**config.mk**
```make
export PLATFORM = sky130hd
export DESIGN_NAME = excpend_reg
export DESIGN_NICKNAME = d
export VERILOG_FILES = /design/src/rtl/excpend_pkg.sv /design/src/rtl/excpend_decode.sv /design/src/rtl/excpend_flag.sv /design/src/rtl/excpend_readback.sv /design/src/rtl/excpend_reg.sv
export SDC_FILE = /design/constraint.sdc
export NUM_CORES = 1
export LEC_CHECK = 0
export BUFFER_PORTS_ARGS = -buffer_cell sky130_fd_sc_hd__buf_4
export CORE_UTILIZATION = 24
export DETAILED_ROUTE_END_ITERATION = 16
export PLACE_DENSITY = 0.89
export SLEW_MARGIN = 10
export SYNTH_ARGS = -nofsm -noshare
export SYNTH_HDL_FRONTEND = slang
export SYNTH_SLANG_ARGS = --single-unit
export TNS_END_PERCENT = 20
```
**constraint.sdc**
```tcl
create_clock -name clk -period 1 [get_ports clk]
set_input_delay 0.2 -clock clk [delete_from_list [all_inputs] [get_ports clk]]
set_output_delay 0.2 -clock clk [all_outputs]
set_load 0.05 [all_outputs]
```
**src/rtl/excpend_pkg.sv**
```systemverilog
package excpend_pkg;
    localparam int NUM_EXC  = 3;
    localparam int WORD_W   = 32;
    localparam int EXC_NMI  = 0;
    localparam int EXC_SVC  = 1;
    localparam int EXC_TICK = 2;

    typedef struct packed {
        logic [NUM_EXC-1:0] set_wr;
        logic [NUM_EXC-1:0] clr_wr;
    } wr_fields_t;

    function automatic int set_pos(int idx);
        case (idx)
            EXC_NMI: return 31;
            EXC_SVC: return 28;
            default: return 26;
        endcase
    endfunction

    function automatic int clr_pos(int idx);
        case (idx)
            EXC_SVC:  return 27;
            EXC_TICK: return 25;
            default:  return 0;
        endcase
    endfunction

    function automatic bit has_clr(int idx);
        return idx != EXC_NMI;
    endfunction

    function automatic bit has_hw_set(int idx);
        return idx != EXC_SVC;
    endfunction
endpackage

```
**src/rtl/excpend_decode.sv**
```systemverilog
module excpend_decode
    import excpend_pkg::*;
(
    input  logic              wr_en,
    input  logic [WORD_W-1:0] wdata,
    output wr_fields_t        fields
);
    always_comb begin
        fields = '0;
        for (int i = 0; i < NUM_EXC; i++) begin
            fields.set_wr[i] = wr_en && wdata[set_pos(i)];
            fields.clr_wr[i] = has_clr(i) && wr_en && wdata[clr_pos(i)];
        end
    end

    logic unused_wdata;
    assign unused_wdata = ^{wdata[30:29], wdata[24:0]};
endmodule

```
**src/rtl/excpend_flag.sv**
```systemverilog
module excpend_flag #(
    parameter bit HAS_HW_SET = 1'b1,
    parameter bit HAS_WR_CLR = 1'b1
) (
    input  logic clk,
    input  logic rst_n,
    input  logic wr_set,
    input  logic wr_clr,
    input  logic hw_set,
    input  logic ack,
    output logic pend
);
    typedef struct packed {
        logic pend;
    } flag_state_t;

    flag_state_t st_d, st_q;
    logic hw_eff, clr_eff, sw_eff;

    always_comb begin
        hw_eff  = HAS_HW_SET ? hw_set : 1'b0;
        clr_eff = (HAS_WR_CLR ? wr_clr : 1'b0);
        sw_eff  = wr_set && !clr_eff;
        st_d    = st_q;
        if (hw_eff || sw_eff)
            st_d.pend = 1'b1;
        else if (clr_eff || ack)
            st_d.pend = 1'b0;
    end

    always_ff @(posedge clk) begin
        if (!rst_n) st_q <= '0;
        else        st_q <= st_d;
    end

    assign pend = st_q.pend;

    // a hardware request is never lost to a simultaneous clear
    p_hw_set_wins_r9: assert property (@(posedge clk) disable iff (!rst_n)
        hw_eff |=> pend);
    // write-clear beats write-set in the same word
    p_wrclr_beats_wrset_r8: assert property (@(posedge clk) disable iff (!rst_n)
        (clr_eff && !hw_eff) |=> !pend);
    // handler entry clears when nothing sets
    p_ack_clears_r7: assert property (@(posedge clk) disable iff (!rst_n)
        (ack && !hw_eff && !wr_set) |=> !pend);
    // no stimulus, no change
    p_hold_r10: assert property (@(posedge clk) disable iff (!rst_n)
        (!wr_set && !wr_clr && !hw_eff && !ack) |=> $stable(pend));
endmodule

```
**src/rtl/excpend_readback.sv**
```systemverilog
module excpend_readback
    import excpend_pkg::*;
(
    input  logic [NUM_EXC-1:0] pend,
    output logic [WORD_W-1:0]  rdata
);
    always_comb begin
        rdata = '0;
        for (int i = 0; i < NUM_EXC; i++)
            rdata[set_pos(i)] = pend[i];
    end
endmodule

```
**src/rtl/excpend_reg.sv**
```systemverilog
module excpend_reg
    import excpend_pkg::*;
(
    input  logic        clk,
    input  logic        rst_n,
    input  logic        bus_wr_en,
    input  logic [31:0] bus_wdata,
    output logic [31:0] bus_rdata,
    input  logic        nmi_req,
    input  logic        nmi_ack,
    input  logic        svc_ack,
    input  logic        tick_req,
    input  logic        tick_ack,
    output logic        nmi_pend,
    output logic        svc_pend,
    output logic        tick_pend
);
    wr_fields_t         fields;
    logic [NUM_EXC-1:0] hw_vec, ack_vec, pend_vec;

    assign hw_vec  = {tick_req, 1'b0, nmi_req};
    assign ack_vec = {tick_ack, svc_ack, nmi_ack};

    excpend_decode u_dec (
        .wr_en  (bus_wr_en),
        .wdata  (bus_wdata),
        .fields (fields)
    );

    for (genvar i = 0; i < NUM_EXC; i++) begin : g_flag
        localparam bit HW = has_hw_set(i);
        localparam bit CL = has_clr(i);
        excpend_flag #(.HAS_HW_SET(HW), .HAS_WR_CLR(CL)) u_flag (
            .clk    (clk),
            .rst_n  (rst_n),
            .wr_set (fields.set_wr[i]),
            .wr_clr (fields.clr_wr[i]),
            .hw_set (hw_vec[i]),
            .ack    (ack_vec[i]),
            .pend   (pend_vec[i])
        );
    end

    excpend_readback u_rb (
        .pend  (pend_vec),
        .rdata (bus_rdata)
    );

    assign nmi_pend  = pend_vec[EXC_NMI];
    assign svc_pend  = pend_vec[EXC_SVC];
    assign tick_pend = pend_vec[EXC_TICK];

    p_rsvd_zero_r11: assert property (@(posedge clk) disable iff (!rst_n)
        (bus_rdata & ~32'h9400_0000) == 32'h0);
    p_flags_match_r12: assert property (@(posedge clk) disable iff (!rst_n)
        {nmi_pend, svc_pend, tick_pend} == {bus_rdata[31], bus_rdata[28], bus_rdata[26]});
    p_svc_write_only_r4: assert property (@(posedge clk) disable iff (!rst_n)
        $rose(svc_pend) |-> $past(bus_wr_en && bus_wdata[28]));
    p_nmi_reraise_r3: assert property (@(posedge clk) disable iff (!rst_n)
        nmi_req |=> nmi_pend);
endmodule

```
=== After elaboration in Yosys (flattened, before gate mapping) ===
Index checks and enable logic that the tools add are counted.

* Mux-type cells: 6
* Reduce and logical (&&, ||, !) cells: 16

{| class="wikitable"
|+ Operators by type and width
! operator !! count
|-
| $logic_and A1 B1 Y1 || 7
|-
| $mux W1 || 6
|-
| $reduce_bool A2 Y1 || 3
|-
| $logic_or A1 B1 Y1 || 4
|-
| $logic_not A1 Y1 || 2
|}

* Word-level logic and storage cells: 25
* Flip-flop bits (word level): 3
* Output and inout bits: 35

=== Longest topological paths before layout ===
* Depth in word-level cells: 5
* Mapped depth: 2
* Mapped depth without buffers: 2

=== Modules after synthesis ===
From an unflattened synthesis, not the netlist that was laid out.

* Cells, all modules: 52
* Area total of the unflattened synthesis: 407.9 µm²

{| class="wikitable"
|+ Modules (own cells, without submodules)
! module !! cells an instance !! instances !! area an instance (µm²)
|-
| excpend_readback || 33 || 1 || 244.0
|-
| excpend_decode || 7 || 1 || 42.5
|-
| excpend_flag (g_flag[2].u_flag) || 4 || 1 || 42.5
|-
| excpend_flag (g_flag[1].u_flag) || 4 || 1 || 40.0
|-
| excpend_flag (g_flag[0].u_flag) || 3 || 1 || 35.0
|-
| excpend_reg || 1 || 1 || 3.8
|}

=== Worst setup path before layout ===
Ideal clock, no wire load.

* Path type: register to output
* Start: reg g_flag[1].u_flag.st_q
* End: out bus_rdata[28]
* Setup slack: -0.114 ns
* Required time: 0.800 ns
* Path buffers: 1
* Data arrival time: 0.914 ns
* Cell stages (with the launch flop): 2
* Cells stage by stage: dfxtp_1 -> buf_4

{| class="wikitable"
|+ RTL lines
! item !! line !! text
|-
| start: declaration || excpend_flag.sv:17 || <nowiki>flag_state_t st_d, st_q;</nowiki>
|-
| start signal: assignment || excpend_flag.sv:33 || <nowiki>else st_q <= st_d;</nowiki>
|-
| end: declaration || excpend_reg.sv:8 || <nowiki>output logic [31:0] bus_rdata,</nowiki>
|}

No word-level cell between the ends.

=== Worst setup path in the final report ===
* Start: reg g_flag[2].u_flag.st_q
* End: out bus_rdata[26]

{| class="wikitable"
|+ RTL lines
! item !! line
|-
| start: declaration || excpend_flag.sv:17
|-
| start signal: assignment || excpend_flag.sv:33
|}

No word-level cell between the ends.

==> results.cfg <==
[outcome]
status = finished, final reports clean

[worst_setup_path]
path_buf_inv = 1
crit_arrival_ns = 0.78
endpoint = bus_rdata[26]
cp_cell_sequence = buf_4
crit_slowest_cell = dfxtp_1
crit_cells = 1
r2r_start = g_flag[2].u_flag.pend
path_delay_family = flip-flops
cpPeakStageDelay_ns = 0.34
r2r_cells = 2
critPathRequiredTime_ns = 0.80
cp-start-kind = flip-flop
worstReg2RegEnd = g_flag[2].u_flag.pend
crit_path_end_kind = output pin
worstPathMaxFanout = 3
reg2reg_slack_ns = 0.17
worstSetupPathType = flip-flop to output pin
crit_path_start = g_flag[2].u_flag.pend

[synthesis]
ys_seq_area_share_pct = 15.9
syn_area_um2 = 377
synth_top_area_share_pct = 63.8
ys_ff_latch = 3
ys_types = 12
yosysWarningCount = 0
synthTopCellsByArea = buf_4 64%, dfxtp_1 16%, nand2b_1 3.3%, o311a_1 2.7%, a221oi_1 2.3%
syn_avg_cell_area_um2 = 7.85
synthCells = 48
yosysTopAreaCell = buf_4

[final_layout]
area_growth_pct = 14.6
drive_above_1_share_pct = 34.8
largest_reg_flops = 3
fill_cells = 157
fin_nets = 107
num_antenna_cells = 0
instances_no_fill = 81

[cts]
cts_tree = yes
post_cts_buffers = 0
h-tree-depth = 1
clockRootBuffer = clkbuf_4
cts_max_path_buffers = 2
cts.sink_count = 3
cts.clk_slew.worst_paths_ns = 0.04
cts-buffers-inserted = 3
clkLatencyLatePin_ns = 0.23
postCtsResizedCells = 0
cts_hold_buffers = 0

[power]
p_total_mw = 0.734
p_per_area_nw_per_um2 = 1700
p_seq_share_pct = 18.6
clkPwrFrac_pct = 30.0
pwr-share-comb_pct = 51.5
switching_power_mw = 0.391
swShare_pct = 53.3
intPower_mw = 0.343
p_leak_nw = 0.257
ir_drop_mv = 0.420

[routing]
routed_wl_um = 616
wl_per_cell_um = 7.60
drtPass1Iterations = 2
drc = 0
via_count = 255
vias_per_cell = 3.15
antenna_left = 0
drtIter0Drc = 2

[timing]
final-setup-viol-count = 0
finalCritPeriodShare_pct = 98.1
rsz0062_at_grt = yes
max_freq_mhz = 1020
finalWorstSetupSlack_ns = 0.0192
finalHoldViolCount = 0
min_period_ns = 0.981
finalMaxSlewViolations = 0
whs_ns = 0.144
fin_worst_skew_ns = 0

[global_routing]
grt_max_degree = 6
grt.total_usage_pct = 7.53
grt_pass1_wl_um = 890
grt_pass1_vias = 219
gr-total-overflow = 0
antenna_found_initial = 0

[floorplan]
row_count = 13
pin_count = 75
start_util_pct = 27.2
die_area_um2 = 1730
core_um2 = 1380
dieHeight_um = 41.6
dieWidth_um = 41.6

[placement]
pre_cts_slack_ns = 0.0898
gp_congestion = 0.678
io_buffers = 18
post-dp-hpwl_um = 523
dp.cells = 77

[hold_path]
hold_class = primary input to flip-flop

[run]
drv_cap = 0
## Yosys cell counts
| master | count |
|---|---|
| inv_1 | 2 |
| nor2b_1 | 1 |
| a31oi_1 | 1 |
| o311a_1 | 1 |
| a221oi_1 | 1 |
| nand2_1 | 2 |
| dfxtp_1 | 3 |
| and2_1 | 1 |
| nand3b_1 | 1 |
| nand2b_1 | 2 |
| buf_4 | 32 |
| conb_1 | 1 |
## cells by family after synthesis
group           share of synthesized area (%)
other cells                             0.996
flops                                    15.9
compound gates                           6.65
simple gates                             10.6
buf+inv                                  65.8
## power groups by stage
| stage | clock [mW] | sequential, mW | combinational [mW] |
|---|---|---|---|
| 3_5_place_dp | 0 | 0.137 | 0.373 |
| 3_3_place_gp | 0 | 0.136 | 0.370 |
| 6_report | 0.220 | 0.136 | 0.378 |
| 4_1_cts | 0.230 | 0.135 | 0.373 |
| 5_1_grt | 0.238 | 0.138 | 0.390 |
| 2_1_floorplan | 0 | 0.164 | 0.380 |
## area by class of cell
cell class	instances	area, um2	area share (%)
clock buffer	4	26.3	6.09
inverter	2	7.51	1.74
multi-input combinational	39	174	40.3
sequential	3	62.6	14.5
tap	15	18.8	4.35
timing repair buffer	18	143	33.0
## worst min-delay path by stage
stage | start | to | slack, ns | depth (start not counted)
floorplan | bus_wr_en | g_flag[1].u_flag.pend | 0.30 | 1
global placement | bus_wdata[27] | g_flag[1].u_flag.pend | 0.39 | 2
detailed placement | bus_wdata[27] | g_flag[1].u_flag.pend | 0.39 | 2
CTS | bus_wdata[27] | g_flag[1].u_flag.pend | 0.13 | 2
global route | bus_wdata[27] | g_flag[1].u_flag.pend | 0.14 | 2
finish | bus_wdata[27] | g_flag[1].u_flag.pend | 0.14 | 2
## metrics by stage
| stage | utilization, % | instance area [um2] | TNS (ns) |
|---|---|---|---|
| final | 31.2 | 432 | 0 |
| after detailed placement | 28.7 | 397 | 0 |
| after global routing | 31.2 | 432 | -0.0356 |
| after CTS | 30.6 | 423 | -0.0129 |
| after global placement | 28.7 | 397 | 0 |
| after floorplan | - | 483 | -0.272 |
## layout by cell type (no fill, tap or decap), drive strengths merged
| cell | n |
|---|---|
| buf | 18 |
| o311a | 1 |
| dfxtp | 3 |
| nand2b | 2 |
| conb | 29 |
| and2 | 1 |
| nor2b | 1 |
| a221oi | 1 |
| a31oi | 1 |
| inv | 2 |
| nand3b | 1 |
| nand2 | 2 |
| clkbuf | 4 |
## per-layer routing
layer | track usage, % | vias up | routed length [um]
met5 | 0 | - | 0
met4 | 9.68 | 0 | 19
met3 | 4.35 | 2 | 80
met2 | 10.6 | 25 | 305
met1 | 6.56 | 104 | 211
li1 | - | 124 | -
No activity file was read; power rests on OpenSTA's default activity.
